### src/rtl/lun_seq_pkg.sv
package lun_seq_pkg;

    typedef enum logic [1:0] {
        OP_NONE  = 2'd0,
        OP_READ  = 2'd1,
        OP_PROG  = 2'd2,
        OP_ERASE = 2'd3
    } op_kind_e;

    typedef enum logic {
        SEQ_IDLE = 1'b0,
        SEQ_PEND = 1'b1
    } seq_state_e;

    localparam logic [7:0] OPC_READ_OPEN   = 8'h00;
    localparam logic [7:0] OPC_READ_SINGLE = 8'h30;
    localparam logic [7:0] OPC_READ_MULTI  = 8'h32;
    localparam logic [7:0] OPC_PROG_OPEN   = 8'h80;
    localparam logic [7:0] OPC_PROG_SINGLE = 8'h10;
    localparam logic [7:0] OPC_PROG_MULTI  = 8'h11;
    localparam logic [7:0] OPC_ERASE_OPEN  = 8'h60;
    localparam logic [7:0] OPC_ERASE_SINGLE = 8'hD0;
    localparam logic [7:0] OPC_ERASE_MULTI = 8'hD1;

endpackage

### src/rtl/lun_opcode_decode.sv
module lun_opcode_decode
    import lun_seq_pkg::*;
(
    input  logic [7:0] code,
    input  op_kind_e   pend_kind,
    output logic       open_hit,
    output op_kind_e   open_kind,
    output logic       close_hit,
    output logic       close_multi
);

    always_comb begin
        open_hit  = 1'b1;
        open_kind = OP_NONE;
        case (code)
            OPC_READ_OPEN:  open_kind = OP_READ;
            OPC_PROG_OPEN:  open_kind = OP_PROG;
            OPC_ERASE_OPEN: open_kind = OP_ERASE;
            default:        open_hit  = 1'b0;
        endcase
    end

    always_comb begin
        close_hit   = 1'b0;
        close_multi = 1'b0;
        case (pend_kind)
            OP_READ: begin
                close_hit   = (code == OPC_READ_SINGLE) || (code == OPC_READ_MULTI);
                close_multi = (code == OPC_READ_MULTI);
            end
            OP_PROG: begin
                close_hit   = (code == OPC_PROG_SINGLE) || (code == OPC_PROG_MULTI);
                close_multi = (code == OPC_PROG_MULTI);
            end
            OP_ERASE: begin
                close_hit   = (code == OPC_ERASE_SINGLE) || (code == OPC_ERASE_MULTI);
                close_multi = (code == OPC_ERASE_MULTI);
            end
            default: begin
                close_hit   = 1'b0;
                close_multi = 1'b0;
            end
        endcase
    end

endmodule

### src/rtl/lun_addr_gather.sv
module lun_addr_gather #(
    parameter int COL_BYTES = 2,
    parameter int ROW_BYTES = 3,
    localparam int ROW_W    = 8 * ROW_BYTES,
    localparam int CNT_W    = $clog2(COL_BYTES + ROW_BYTES + 1)
) (
    input  logic             clk,
    input  logic             rst_n,
    input  logic             clear,
    input  logic             skip_col,
    input  logic             take,
    input  logic [7:0]       byte_in,
    output logic [ROW_W-1:0] row,
    output logic             complete
);

    localparam logic [CNT_W-1:0] NEED_ALL = CNT_W'(COL_BYTES + ROW_BYTES);
    localparam logic [CNT_W-1:0] NEED_ROW = CNT_W'(ROW_BYTES);
    localparam logic [CNT_W-1:0] COL_OFS  = CNT_W'(COL_BYTES);

    typedef struct packed {
        logic [CNT_W-1:0] cnt;
        logic             skip;
        logic [ROW_W-1:0] row;
    } gather_t;

    gather_t          g_d, g_q;
    logic [CNT_W-1:0] need;
    logic [CNT_W-1:0] first_row;
    logic [CNT_W-1:0] row_idx;

    always_comb begin
        g_d       = g_q;
        need      = g_q.skip ? NEED_ROW : NEED_ALL;
        first_row = g_q.skip ? '0 : COL_OFS;
        row_idx   = g_q.cnt - first_row;
        if (clear) begin
            g_d.cnt  = '0;
            g_d.skip = skip_col;
            g_d.row  = '0;
        end else if (take && (g_q.cnt < need)) begin
            g_d.cnt = g_q.cnt + 1'b1;
            if (g_q.cnt >= first_row) begin
                for (int i = 0; i < ROW_BYTES; i++) begin
                    if (row_idx == CNT_W'(i)) begin
                        g_d.row[8*i +: 8] = byte_in;
                    end
                end
            end
        end
    end

    always_ff @(posedge clk or negedge rst_n) begin
        if (!rst_n) begin
            g_q <= '0;
        end else begin
            g_q <= g_d;
        end
    end

    assign row      = g_q.row;
    assign complete = (g_q.cnt == need);

endmodule

### src/rtl/lun_busy_timer.sv
module lun_busy_timer #(
    parameter int CNT_W = 8
) (
    input  logic             clk,
    input  logic             rst_n,
    input  logic             load,
    input  logic [CNT_W-1:0] load_val,
    output logic             busy
);

    logic [CNT_W-1:0] cnt_d, cnt_q;

    always_comb begin
        cnt_d = cnt_q;
        if (load) begin
            cnt_d = load_val;
        end else if (cnt_q != '0) begin
            cnt_d = cnt_q - 1'b1;
        end
    end

    always_ff @(posedge clk or negedge rst_n) begin
        if (!rst_n) begin
            cnt_q <= '0;
        end else begin
            cnt_q <= cnt_d;
        end
    end

    assign busy = (cnt_q != '0);

endmodule

### src/rtl/nand_lun_seq.sv
module nand_lun_seq
    import lun_seq_pkg::*;
#(
    parameter int COL_BYTES = 2,
    parameter int ROW_BYTES = 3,
    parameter int READ_CYC  = 20,
    parameter int PROG_CYC  = 45,
    parameter int ERASE_CYC = 70,
    localparam int ROW_W    = 8 * ROW_BYTES
) (
    input  logic             clk,
    input  logic             rst_n,
    input  logic             cmd_valid,
    input  logic [7:0]       cmd_code,
    input  logic             addr_valid,
    input  logic [7:0]       addr_byte,
    input  logic             wp_n,
    output logic             rb_n,
    output logic [1:0]       op_kind,
    output logic             op_multi,
    output logic [ROW_W-1:0] op_row,
    output logic [7:0]       status
);

    localparam int MAX_RP  = (READ_CYC > PROG_CYC) ? READ_CYC : PROG_CYC;
    localparam int MAX_CYC = (MAX_RP > ERASE_CYC) ? MAX_RP : ERASE_CYC;
    localparam int TMR_W   = $clog2(MAX_CYC + 1);

    typedef struct packed {
        seq_state_e       st;
        op_kind_e         pend;
        op_kind_e         kind;
        logic             multi;
        logic [ROW_W-1:0] row;
        logic             fail;
        logic             wp;
    } seq_t;

    seq_t             s_d, s_q;
    logic             busy;
    logic             open_hit, close_hit, close_multi;
    op_kind_e         open_kind;
    logic             g_clear, g_skip, g_take, g_complete;
    logic [ROW_W-1:0] g_row;
    logic             t_load;
    logic [TMR_W-1:0] t_val;

    lun_opcode_decode i_decode (
        .code        (cmd_code),
        .pend_kind   (s_q.pend),
        .open_hit    (open_hit),
        .open_kind   (open_kind),
        .close_hit   (close_hit),
        .close_multi (close_multi)
    );

    lun_addr_gather #(
        .COL_BYTES (COL_BYTES),
        .ROW_BYTES (ROW_BYTES)
    ) i_gather (
        .clk      (clk),
        .rst_n    (rst_n),
        .clear    (g_clear),
        .skip_col (g_skip),
        .take     (g_take),
        .byte_in  (addr_byte),
        .row      (g_row),
        .complete (g_complete)
    );

    lun_busy_timer #(
        .CNT_W (TMR_W)
    ) i_timer (
        .clk      (clk),
        .rst_n    (rst_n),
        .load     (t_load),
        .load_val (t_val),
        .busy     (busy)
    );

    always_comb begin
        s_d     = s_q;
        s_d.wp  = wp_n;
        g_clear = 1'b0;
        g_skip  = 1'b0;
        g_take  = 1'b0;
        t_load  = 1'b0;
        case (s_q.pend)
            OP_PROG:  t_val = TMR_W'(PROG_CYC);
            OP_ERASE: t_val = TMR_W'(ERASE_CYC);
            default:  t_val = TMR_W'(READ_CYC);
        endcase
        if (!busy) begin
            if (cmd_valid) begin
                if (open_hit) begin
                    s_d.st   = SEQ_PEND;
                    s_d.pend = open_kind;
                    g_clear  = 1'b1;
                    g_skip   = (open_kind == OP_ERASE);
                end else begin
                    s_d.st   = SEQ_IDLE;
                    s_d.pend = OP_NONE;
                    if ((s_q.st == SEQ_PEND) && close_hit && g_complete) begin
                        if ((s_q.pend != OP_READ) && !wp_n) begin
                            s_d.fail = 1'b1;
                        end else begin
                            t_load    = 1'b1;
                            s_d.kind  = s_q.pend;
                            s_d.multi = close_multi;
                            s_d.row   = g_row;
                            s_d.fail  = 1'b0;
                        end
                    end
                end
            end else if (addr_valid && (s_q.st == SEQ_PEND)) begin
                g_take = 1'b1;
            end
        end
    end

    always_ff @(posedge clk or negedge rst_n) begin
        if (!rst_n) begin
            s_q.st    <= SEQ_IDLE;
            s_q.pend  <= OP_NONE;
            s_q.kind  <= OP_NONE;
            s_q.multi <= 1'b0;
            s_q.row   <= '0;
            s_q.fail  <= 1'b0;
            s_q.wp    <= 1'b0;
        end else begin
            s_q <= s_d;
        end
    end

    assign rb_n     = ~busy;
    assign op_kind  = s_q.kind;
    assign op_multi = s_q.multi;
    assign op_row   = s_q.row;
    assign status   = {s_q.wp, ~busy, ~busy, 4'b0000, s_q.fail};

endmodule

### config.mk
export PLATFORM = sky130hd
export DESIGN_NAME = nand_lun_seq
export DESIGN_NICKNAME = d
export VERILOG_FILES = /design/src/rtl/lun_seq_pkg.sv /design/src/rtl/lun_opcode_decode.sv /design/src/rtl/lun_addr_gather.sv /design/src/rtl/lun_busy_timer.sv /design/src/rtl/nand_lun_seq.sv
export SDC_FILE = /design/constraint.sdc
export NUM_CORES = 1
export LEC_CHECK = 0
export BUFFER_PORTS_ARGS = -buffer_cell sky130_fd_sc_hd__buf_2
export CAP_MARGIN = 10
export CELL_PAD_IN_SITES_DETAIL_PLACEMENT = 1
export CELL_PAD_IN_SITES_GLOBAL_PLACEMENT = 2
export CORE_AREA = 2 2 105 107
export DETAILED_ROUTE_END_ITERATION = 10
export DIE_AREA = 0 0 107 109
export GPL_TIMING_DRIVEN = 0
export PLACE_DENSITY = 0.82
export SLEW_MARGIN = 20
export SYNTH_ARGS = -nofsm -noshare
export SYNTH_HDL_FRONTEND = slang
export SYNTH_SLANG_ARGS = --single-unit
export TNS_END_PERCENT = 50
### constraint.sdc
create_clock -name clk -period 2.6 [get_ports clk]
set_clock_uncertainty 0.1 [all_clocks]
set_input_delay 0.39 -clock clk [delete_from_list [all_inputs] [get_ports clk]]
set_output_delay 0.39 -clock clk [all_outputs]
set_load 0.05 [all_outputs]
; Word level (Yosys, flattened, before mapping)
; Index checks and enable logic that the tools add are counted.
[word_totals]
word_cells = 95
out_inout_bits = 36
input_bits = 21
reg_bits = 67
[classes]
magnitude_cmp = 2
add_sub_neg = 3
bitwise = 3
n_eq_ne = 16
n_reduce_logical = 25
muxes = 33
[ops]
columns = op, n
row1 = $mux 24, 3
row2 = $eq 8x8->1 const B, 3
row3 = $mux 8, 3
row4 = $eq 8x5->1 const B, 2
row5 = $eq 8x6->1 const B, 2
row6 = $mux 1, 16
row7 = $mux 7, 2
row8 = $pmux 7 s2, 1
row9 = $mux 3, 4
row10 = $reduce_bool 2->1, 6
row11 = $reduce_and 3->1, 3
row12 = $eq 8x7->1 const B, 1
row13 = $logic_not 8->1, 1
row14 = $reduce_bool 7->1, 1
row15 = $sub 7x1->7 const B, 1
row16 = $eq 2x2->1 const B, 3
row17 = $pmux 1 s3, 2
row18 = $pmux 2 s3, 1
row19 = $logic_and 1x1->1, 5
row20 = $reduce_and 5->1, 1
row21 = $reduce_and 4->1, 1
row22 = $add 3x1->3 const B, 1
row23 = $eq 3x1->1 const B, 1
row24 = $eq 3x2->1 const B, 1
row25 = other kinds (13), 17

; Logic depth before layout (Yosys ltp)
; Gate-level depths: netlist of the first run.
[depth]
ltp_word = 10
mapped_depth = 10
depth_no_buf = 8

; Modules after synthesis
; From an unflattened synthesis of the first run, not the netlist that was laid out.
[unflattened]
cells_unflattened = 335
area_unflattened_um2 = 3777.4
[modules_own_cells]
columns = module, cells_per_inst, instances, seq_area_each_um2, area_each_um2
row1 = lun_addr_gather, 149, 1, 700.7, 1632.8
row2 = nand_lun_seq, 119, 1, 800.8, 1551.5
row3 = lun_busy_timer, 44, 1, 175.2, 437.9
row4 = lun_opcode_decode, 23, 1, 0.0, 155.1

; Worst setup path before layout of the first run
; No wires, ideal clock.
[synth_timing]
path_kind = register to output
start = register i_timer.cnt_q[0]
end = output port status[5]
t_arrival_ns = 2.248
path_stages_with_launch = 9
slack_ns = -0.138
path_buffers = 3
required_ns = 2.110
cell_sequence = dfrtp_1 > inv_1 > ha_1 > or3b_4 > or4_4 > buf_6 > inv_8 > buf_2 > buf_4
[synth_via]
elab_chain_len = 2
[synth_lines]
columns = item, line
row1 = "start, declared", lun_busy_timer.sv:11  ; logic [CNT_W-1:0] cnt_d, cnt_q;
row2 = "start signal, assigned", lun_busy_timer.sv:26  ; cnt_q <= cnt_d;
row3 = $reduce_bool 7->1, lun_busy_timer.sv:30  ; assign busy = (cnt_q != '0);
row4 = $not 1->1 (no source line), n/a
row5 = "end, declared", nand_lun_seq.sv:22  ; output logic [7:0] status
; Every way passes these cells.

; Worst setup path in the final report of the first run
; Same ends and word-level chain as after synthesis.

==> results of run 1 <==
-- sequential cells by signal, indices dropped and copies added (netlist names) --
name,cells
op_multi,1
i_timer.cnt_q,7
s_q,3
i_gather.g_q,4
op_kind,2
status,2
op_row,24
i_gather.row,24
-- layout make-up --
cell class              count  area (um2)  area share
clock inverters             7        77.6      0.0181
multi-input cells         166        1390       0.324
inverters                   9        41.3     0.00962
flip-flops and latches     67        1680       0.391
plain buffers              42         355      0.0828
well taps                 140         175      0.0408
clock buffers               9         124      0.0289
repair buffers             70         449       0.105
-- final timing paths --
kind | endpoint | slack (ns) | cells past startpoint
max | status[5] | -0.12 | 8
min | status[7] | 0.06 | 1
max reg2reg | i_gather.row[15] | 0.04 | 9
min reg2reg | s_q[31] | 0.41 | 1
max in group asynchronous | s_q[29] | 1.55 | 3
min in group asynchronous | op_row[6] | 0.34 | 2
-- layout by cell type, fill, tap and decap left out, drive strengths merged, types with 2 or more instances in the layout --
master	synthesis	layout
a21oi	2	2
a211oi	3	3
nand4	4	4
mux2i	26	26
nand3	3	3
clkbuf	2	11
or3b	2	2
nand2	7	7
a31oi	2	2
o21ai	5	5
nand3b	2	2
nor2b	2	2
a21o	2	2
mux2	28	28
dfrtp	67	67
xnor2	2	2
inv	9	10
buf	41	109
clkinv	0	2
conb	1	4
and4b	3	3
nor2	36	36
xor2	4	4
o21a	2	2
ha	6	6
nor3	4	4
clkinvlp	0	3
-- metal layers --
metal | up-vias | wire length (um) | part of all wire | global-route usage
met5 | - | 0 | 0 | 0
met4 | 0 | 119 | 0.015 | 0.0510
met3 | 14 | 165 | 0.021 | 0.0269
met2 | 32 | 4000 | 0.52 | 0.239
met1 | 1159 | 3420 | 0.44 | 0.173
li1 | 1111 | - | - | -
-- where the power goes --
group	internal (mW)	switching [mW]
Clock	0.449	0.434
Combinational	0.0280	0.0600
Sequential	1.04	0.000189
Total	1.52	0.495
-- per-stage QoR --
| stage | hold WS (ns) | total power [mW] | worst slack, ns | utilization | cells |
|---|---|---|---|---|---|
| floorplan | -0.00559 | 1.10 | -0.00673 | - | 285 |
| global placement | 0.379 | 1.14 | -0.226 | 0.360 | 476 |
| detailed placement | 0.159 | 1.15 | -0.264 | 0.363 | 477 |
| CTS | 0.0477 | 2.04 | -0.178 | 0.399 | 506 |
| global route | 0.0544 | 2.08 | -0.164 | 0.405 | 510 |
| finish | 0.0604 | 2.01 | -0.117 | 0.405 | 510 |
-- logic make-up (layout without fill, tap and decap cells) --
logic type | after synthesis | after routing | share of synthesized area
and+or+nand+nor | 71 | 71 | 0.130
DFF | 67 | 67 | 0.497
muxes | 54 | 54 | 0.171
buffers and inverters | 52 | 137 | 0.111
AOI/OAI and AO/OA | 25 | 25 | 0.0527
adders and majority gates | 6 | 6 | 0.0223
xor gates and xnor gates | 6 | 6 | 0.0156
other | 1 | 4 | 0.00111
-- worst max-delay path: cells and delay by family (launching register included) --
| family | cells | cell delay [ns] |
|---|---|---|
| and+or+nand+nor | 2 | 0.86 |
| buffers and inverters | 5 | 0.49 |
| DFF | 1 | 0.41 |
| adders and majority gates | 1 | 0.13 |
-- what timing repair did --
action                                  CTS  global route
gates resized for setup                  22             7
gates cloned                              0             0
hold endpoints to repair                 13             0
pin swaps                                 5             3
hold buffers                              1             0
buffers inserted                         13             5
endpoints found under the setup margin   58            54
==> results_dict.tcl, run 1 <==
set metrics [dict create \
    endpoint_kind "primary output" \
    h-tree-depth 3 \
    insertion_delay_ns 0.34 \
    ys_ff_latch 67 \
    drc_errors 0 \
    p_leak_nw 2.41 \
    die_area_um2 11700 \
    routabilityCongestion 0.772 \
    synth_edf_count 0 \
    cp.arrival_ns 2.23 \
    setup_slack_ns -0.117 \
    root_buffer "clkbuf_8" \
    synth_ff_type "dfrtp_1" \
    synth.most_common_cell "dfrtp_1" \
    maxSlewHeadroom 0.521 \
    wirelength_um 7700 \
    cts_tree "yes" \
    fmax_ghz 0.368 \
    fin_crit_sh 1.04 \
    layout-drive-gt1-share 0.481 \
    core-area_um2 10600 \
    cpMostUsedCell "buf_8" \
    path_cells "inv_2, ha_4, or3b_4, or4_4, inv_8, buf_8, buf_6, buf_8" \
    final-hold-violation-count 0 \
    antenna_left 0 \
    status "finished with violations" \
    ys_types 52 \
    synthTopCellsByCount "dfrtp_1, buf_4, nor2_1" \
    cp.required_ns 2.11 \
    row_count 38 \
    critPathLaunch "i_timer.cnt_q[0]" \
    avgSynthCellArea_um2 12.0 \
    detailed_place_hpwl_um 5160 \
    fp.dieH_um 109 \
    drtIter0Drc 81 \
    grt_pass1_vias 2460 \
    design_area_um2 4290 \
    io_pins 57 \
    area_growth_pct 27.3 \
    power.density_nw_per_um2 469 \
    grt_pass1_wl_um 12600 \
    grt_max_degree 55 \
    finalSetupViolations 3 \
    tns_ns -0.309 \
    synth_cells 282 \
    crit_fanout 4 \
    wl_per_cell_um 15.1 \
    violations "setup timing" \
    critPathSlowestCell "or4_4" \
    path_class "register to primary output" \
    slowest_delay_ns 0.48 \
    min_period_ns 2.72 \
    async_flop_share 1.00 \
    slew_violations 0 \
    peakVddDrop_v 0.000270 \
    cp-start-kind "register" \
    worst_pin_slew_ns 0.714 \
    maxCapViolations 0 \
    viasPerCell 4.54 \
    synth_area_leaders "dfrtp_1, mux2_2, buf_4" \
    hold_path.class "primary input to register" \
    hp-start "wp_n" \
    rsz0062_at_grt "true" \
    antenna_found_initial 0 \
    track_usage 0.139 \
    portBuffers 51 \
    postPlaceCellArea_um2 3840 \
    start_util 0.318 \
    r2r-start "i_timer.cnt_q[0]" \
    layout.nets 392 \
    gr-total-overflow 0 \
    dr.pass1.iters 6 \
    synth_top_area_share 0.497 \
    yosysWarnings 0 \
    numCtsBuffers 9 \
    clockBufferDepth 2 \
    synth_largest_area_cell "dfrtp_1" \
    yosysSeqAreaShare 0.497 \
    die_w_um 107 \
    clock-sinks 67 \
    clk_pin_slew_worst_paths_ns 0.08 \
    vias 2316 \
    num-fill-cells 1187 \
    n_antenna_cell 0 \
    synth_area_um2 3370 \
]
No activity file was read; power rests on OpenSTA's default activity.
==> inputs of run 2 (changes only) <==
--- a/config.mk
+++ b/config.mk
@@ -9,11 +9,11 @@
 export CAP_MARGIN = 10
 export CELL_PAD_IN_SITES_DETAIL_PLACEMENT = 1
 export CELL_PAD_IN_SITES_GLOBAL_PLACEMENT = 2
-export CORE_AREA = 2 2 105 107
+export CORE_AREA = 8 8 116 107
 export DETAILED_ROUTE_END_ITERATION = 10
-export DIE_AREA = 0 0 107 109
+export DIE_AREA = 0 0 124 115
 export GPL_TIMING_DRIVEN = 0
-export PLACE_DENSITY = 0.82
+export PLACE_DENSITY = 0.83
 export SLEW_MARGIN = 20
 export SYNTH_ARGS = -nofsm -noshare
 export SYNTH_HDL_FRONTEND = slang
==> results_dict.tcl, run 2 (same netlist as run 1, synthesis figures left out) <==
set metrics [dict create \
    status "finished with violations" \
    violations "setup timing" \
    reg2regPathDepth 12 \
    drtIter0Drc 96 \
    fmax_ghz 0.372 \
    cts_tree "yes" \
    io_pins 57 \
    min_path_cells 1 \
    r2r-end "i_gather.row[20]" \
    antenna_left 0 \
    n_antenna_cell 0 \
    track_usage 0.123 \
    min_to "status[7]" \
    h-tree-depth 3 \
    power_mw 2.43 \
    power.density_nw_per_um2 533 \
    endpoint_kind "primary output" \
    met3_length_um 289 \
    numCtsBuffers 9 \
    clockBufferDepth 2 \
    path_cells "inv_2, ha_4, or3b_4, or4_4, inv_8, buf_8, buf_6, buf_8" \
    layout.nets 400 \
    maxSlewHeadroom 0.517 \
    clk_pin_slew_worst_paths_ns 0.06 \
    antenna_found_initial 0 \
    insertion_delay_ns 0.34 \
    core-area_um2 10500 \
    r2r_setup_slack_ns -0.02 \
    hp-start "wp_n" \
    postLayoutCoreUtil 0.432 \
    num-fill-cells 1154 \
    peakVddDrop_v 0.000314 \
    start_util 0.320 \
    final_cell_mix "dfrtp_1, buf_4, buf_2, nor2_1, mux2_2" \
    die_area_um2 14300 \
    grt_pass1_vias 2601 \
    slowest_delay_ns 0.48 \
    critPathSlowestCell "or4_4" \
    top_layer_used "met4" \
    dr.pass1.iters 4 \
    slew_violations 0 \
    min_period_ns 2.69 \
    area_growth_pct 35.2 \
    viasPerCell 4.63 \
    fin_crit_sh 1.03 \
    clock-sinks 67 \
    gr-total-overflow 0 \
    fp.dieH_um 115 \
    rsz0062_at_grt "true" \
    cp.arrival_ns 2.20 \
    routabilityCongestion 0.802 \
    grt_max_degree 38 \
    finalSetupViolations 13 \
    detailed_place_hpwl_um 5570 \
    portBuffers 51 \
    hold_path.class "primary input to register" \
    drc_errors 0 \
    mostFrequentLayoutCell "dfrtp_1" \
    cpMostUsedCell "buf_8" \
    worst_pin_slew_ns 0.720 \
    crit_fanout 4 \
    vias 2366 \
    grt_pass1_wl_um 13500 \
    r2r-start "i_timer.cnt_q[1]" \
    row_count 36 \
    path_class "register to primary output" \
    setup_slack_ns -0.0893 \
    p_leak_nw 2.51 \
    cp-start-kind "register" \
    wl_per_cell_um 16.1 \
    wl_met1_um 3540 \
    wl_met2_um 4240 \
    maxCapViolations 0 \
    final-hold-violation-count 0 \
    layout-drive-gt1-share 0.495 \
    wirelength_um 8230 \
    die_w_um 124 \
    tns_ns -0.333 \
    root_buffer "clkbuf_16" \
    cp.required_ns 2.11 \
]
[run 2: timing repair]
action                     4_1_cts  5_1_grt
setup endpoints to repair       50       51
resized for setup               20       18
gates cloned                     0        2
hold buffers                     1        0
buffers inserted                14        9
hold endpoints to repair        30        0
pin swaps                        5        3
[run 2: worst max path at each step]
stage	startpoint	endpoint	slack [ns]	cells past startpoint
floorplan	i_timer.cnt_q[0]	status[5]	-0.007	8
global placement	i_timer.cnt_q[0]	i_gather.row[20]	-0.24	10
detailed placement	i_timer.cnt_q[0]	i_gather.row[20]	-0.29	10
CTS	i_timer.cnt_q[0]	status[5]	-0.18	8
global route	i_timer.cnt_q[0]	status[6]	-0.15	8
finish	i_timer.cnt_q[1]	status[6]	-0.09	8
[run 2: where the power goes]
part	internal [mW]	switching [mW]	total (mW)
Sequential	1.04	0.000213	1.04
Combinational	0.0271	0.0616	0.0887
Clock	0.840	0.454	1.29
[run 2: final cells by class]
cell class / count / area [um2] / share of cell area
Buffer: 42 / 364 / 0.0799
Clock buffer: 10 / 229 / 0.0502
Clock inverter: 6 / 88.8 / 0.0195
Inverter: 9 / 41.3 / 0.00906
Multi-Input combinational cell: 166 / 1430 / 0.314
Sequential cell: 67 / 1680 / 0.368
Tap cell: 133 / 166 / 0.0365
Timing Repair Buffer: 78 / 561 / 0.123
[run 2: metal layers]
| metal | vias to the layer above | GRT usage |
|---|---|---|
| met5 | - | 0 |
| met4 | 0 | 0.0610 |
| met3 | 10 | 0.0275 |
| met2 | 29 | 0.203 |
| met1 | 1196 | 0.147 |
| li1 | 1131 | - |
[run 2: critical path, delay by kind of cell, from the launching register on]
| family | cells | cell delay [ns] |
|---|---|---|
| AND/OR/NAND/NOR | 2 | 0.85 |
| buffers and inverters | 5 | 0.48 |
| flip-flops | 1 | 0.40 |
| adder cells (fa/ha/maj) | 1 | 0.13 |
[run 2: through the flow]
step | hold slack [ns] | cells | worst slack [ns] | area [um2]
after global routing | 0.0802 | 511 | -0.146 | 4560
after detailed placement | 0.255 | 470 | -0.289 | 3830
after floorplan | -0.00559 | 285 | -0.00673 | 3380
after global placement | 0.382 | 469 | -0.241 | 3810
final | 0.0856 | 511 | -0.0893 | 4560
after CTS | 0.0762 | 500 | -0.175 | 4350
==> inputs of run 3 (changes only) <==
--- a/config.mk
+++ b/config.mk
@@ -9,11 +9,11 @@
 export CAP_MARGIN = 10
 export CELL_PAD_IN_SITES_DETAIL_PLACEMENT = 1
 export CELL_PAD_IN_SITES_GLOBAL_PLACEMENT = 2
-export CORE_AREA = 8 8 116 107
+export CORE_AREA = 8 8 119 110
 export DETAILED_ROUTE_END_ITERATION = 10
-export DIE_AREA = 0 0 124 115
+export DIE_AREA = 0 0 127 118
 export GPL_TIMING_DRIVEN = 0
-export PLACE_DENSITY = 0.83
+export PLACE_DENSITY = 0.79
 export SLEW_MARGIN = 20
 export SYNTH_ARGS = -nofsm -noshare
 export SYNTH_HDL_FRONTEND = slang
==> results_dict.tcl, run 3 (same netlist as run 1, synthesis figures left out) <==
set metrics [dict create \
    grt_pass1_wl_um 13900 \
    grt_max_degree 36 \
    crit_buf_inv 5 \
    row_count 37 \
    min_to "status[7]" \
    cp.required_ns 2.11 \
    slew_violations 0 \
    rsz0062_at_grt "true" \
    viasPerCell 4.67 \
    core-area_um2 11100 \
    drtIter0Drc 118 \
    postLayoutCoreUtil 0.407 \
    clk_pin_slew_worst_paths_ns 0.06 \
    endpoint_kind "primary output" \
    fp.dieH_um 118 \
    setup_slack_ns -0.140 \
    maxCapViolations 0 \
    min_path_cells 1 \
    numCtsBuffers 9 \
    track_usage 0.116 \
    min_period_ns 2.74 \
    area_growth_pct 34.0 \
    dr.pass1.iters 4 \
    die_area_um2 15000 \
    p_sw_uw 520 \
    comb_power_share 0.034 \
    mostFrequentLayoutCell "dfrtp_1" \
    die_w_um 127 \
    antenna_left 0 \
    layout.nets 399 \
    final-hold-violation-count 0 \
    sequentialPowerShare 0.413 \
    r2r-start "i_timer.cnt_q[1]" \
    violations "setup timing" \
    fin_crit_sh 1.05 \
    hold_path.class "primary input to register" \
    swShare 0.206 \
    dp_cells 473 \
    fmax_ghz 0.365 \
    portBuffers 51 \
    critPathTopFamily "simple AND/OR/NAND/NOR gates" \
    reg2regPathDepth 9 \
    wirelength_um 8390 \
    start_util 0.303 \
    clockBufferDepth 2 \
    wl_per_cell_um 16.4 \
    grt_pass1_vias 2639 \
    r2r_setup_slack_ns -0.11 \
    slowest_delay_ns 0.54 \
    antenna_found_initial 0 \
    path_cells "inv_2, ha_4, or3b_4, or4_4, inv_8, buf_8, buf_6, buf_8" \
    final_cell_mix "dfrtp_1, buf_4, buf_2, nor2_1, mux2_2" \
    gr-total-overflow 0 \
    fin_cells 512 \
    hp-start "wp_n" \
    cp.arrival_ns 2.25 \
    critPathLaunch "i_timer.cnt_q[1]" \
    cts_tree "yes" \
    path_class "register to primary output" \
    io_pins 57 \
    insertion_delay_ns 0.33 \
    power.density_nw_per_um2 559 \
    clock_power_share 0.552 \
    clock-sinks 67 \
    n_antenna_cell 0 \
    maxSlewHeadroom 0.519 \
    r2r-end "op_row[0]" \
    detailed_place_hpwl_um 5670 \
    drc_errors 0 \
    status "finished with violations" \
    pre_cts_ws_ns -0.278 \
    finalSetupViolations 39 \
    vias 2393 \
    routabilityCongestion 0.773 \
    critPathSlowestCell "or4_4" \
    p_leak_nw 2.53 \
    holdWs_ns 0.0830 \
    h-tree-depth 3 \
    p_int_mw 2.00 \
    crit_fanout 4 \
    worst_pin_slew_ns 0.717 \
    root_buffer "clkbuf_16" \
    peakVddDrop_v 0.000296 \
    cpMostUsedCell "buf_8" \
    layout-drive-gt1-share 0.481 \
    cp-start-kind "register" \
]
[run 3: area by class of cell]
type	count	area [um2]
sequential	67	1680
clock inverter	6	114
buffer	42	364
clock buffer	9	225
multi-input combinational	166	1380
inverter	9	41.3
tap	136	170
timing repair buffer	77	546
fill	1237	6590
[run 3: power by group through the flow]
stage                     logic (mW)  registers (mW)  clock network [mW]
after detailed placement      0.0871            1.06                   0
after CTS                     0.0884            1.04                1.42
after global placement        0.0813            1.06                   0
after floorplan               0.0336            1.06                   0
after global routing          0.0963            1.04                1.46
final                         0.0860            1.04                1.39
[run 3: repair_timing]
action / CTS / global route
cloned: 0 / 1
hold endpoints to repair: 32 / 0
endpoints found under the setup margin: 54 / 42
gates resized for setup: 18 / 10
setup buffers: 15 / 8
pin swaps: 3 / 2
hold buffers: 1 / 0
[run 3: worst max path at each step]
stage	end	slack, ns	depth (start not counted)
floorplan	status[5]	-0.007	8
CTS	status[6]	-0.17	9
finish	status[6]	-0.14	8
global placement	i_gather.row[0]	-0.25	10
detailed placement	i_gather.row[0]	-0.28	10
global route	status[6]	-0.20	8
[run 3: stage by stage]
step | instance area, um2 | setup TNS (ns) | power, mW
6_report | 4520 | -2.98 | 2.53
5_1_grt | 4520 | -7.81 | 2.60
4_1_cts | 4410 | -0.461 | 2.55
3_5_place_dp | 3830 | -9.94 | 1.15
3_3_place_gp | 3810 | -8.22 | 1.14
2_1_floorplan | 3380 | -0.0135 | 1.10
[run 3: per-layer routing]
| metal | routed length, um | GRT usage | up-vias | part of all wire |
|---|---|---|---|---|
| li1 | - | - | 1123 | - |
| met1 | 3640 | 0.138 | 1227 | 0.43 |
| met2 | 4380 | 0.200 | 34 | 0.52 |
| met3 | 227 | 0.0217 | 9 | 0.027 |
| met4 | 130 | 0.0490 | 0 | 0.016 |
| met5 | 0 | 0 | - | 0 |
[run 3: worst reg2reg max path: stages (launching register included)]
cell     delay [ns]
dfrtp_1        0.40
inv_2          0.08
ha_4           0.13
or3b_4         0.37
or4_4          0.54
buf_4          0.17
buf_12         0.12
nor2_8         0.16
buf_4          0.18
mux2_2         0.33
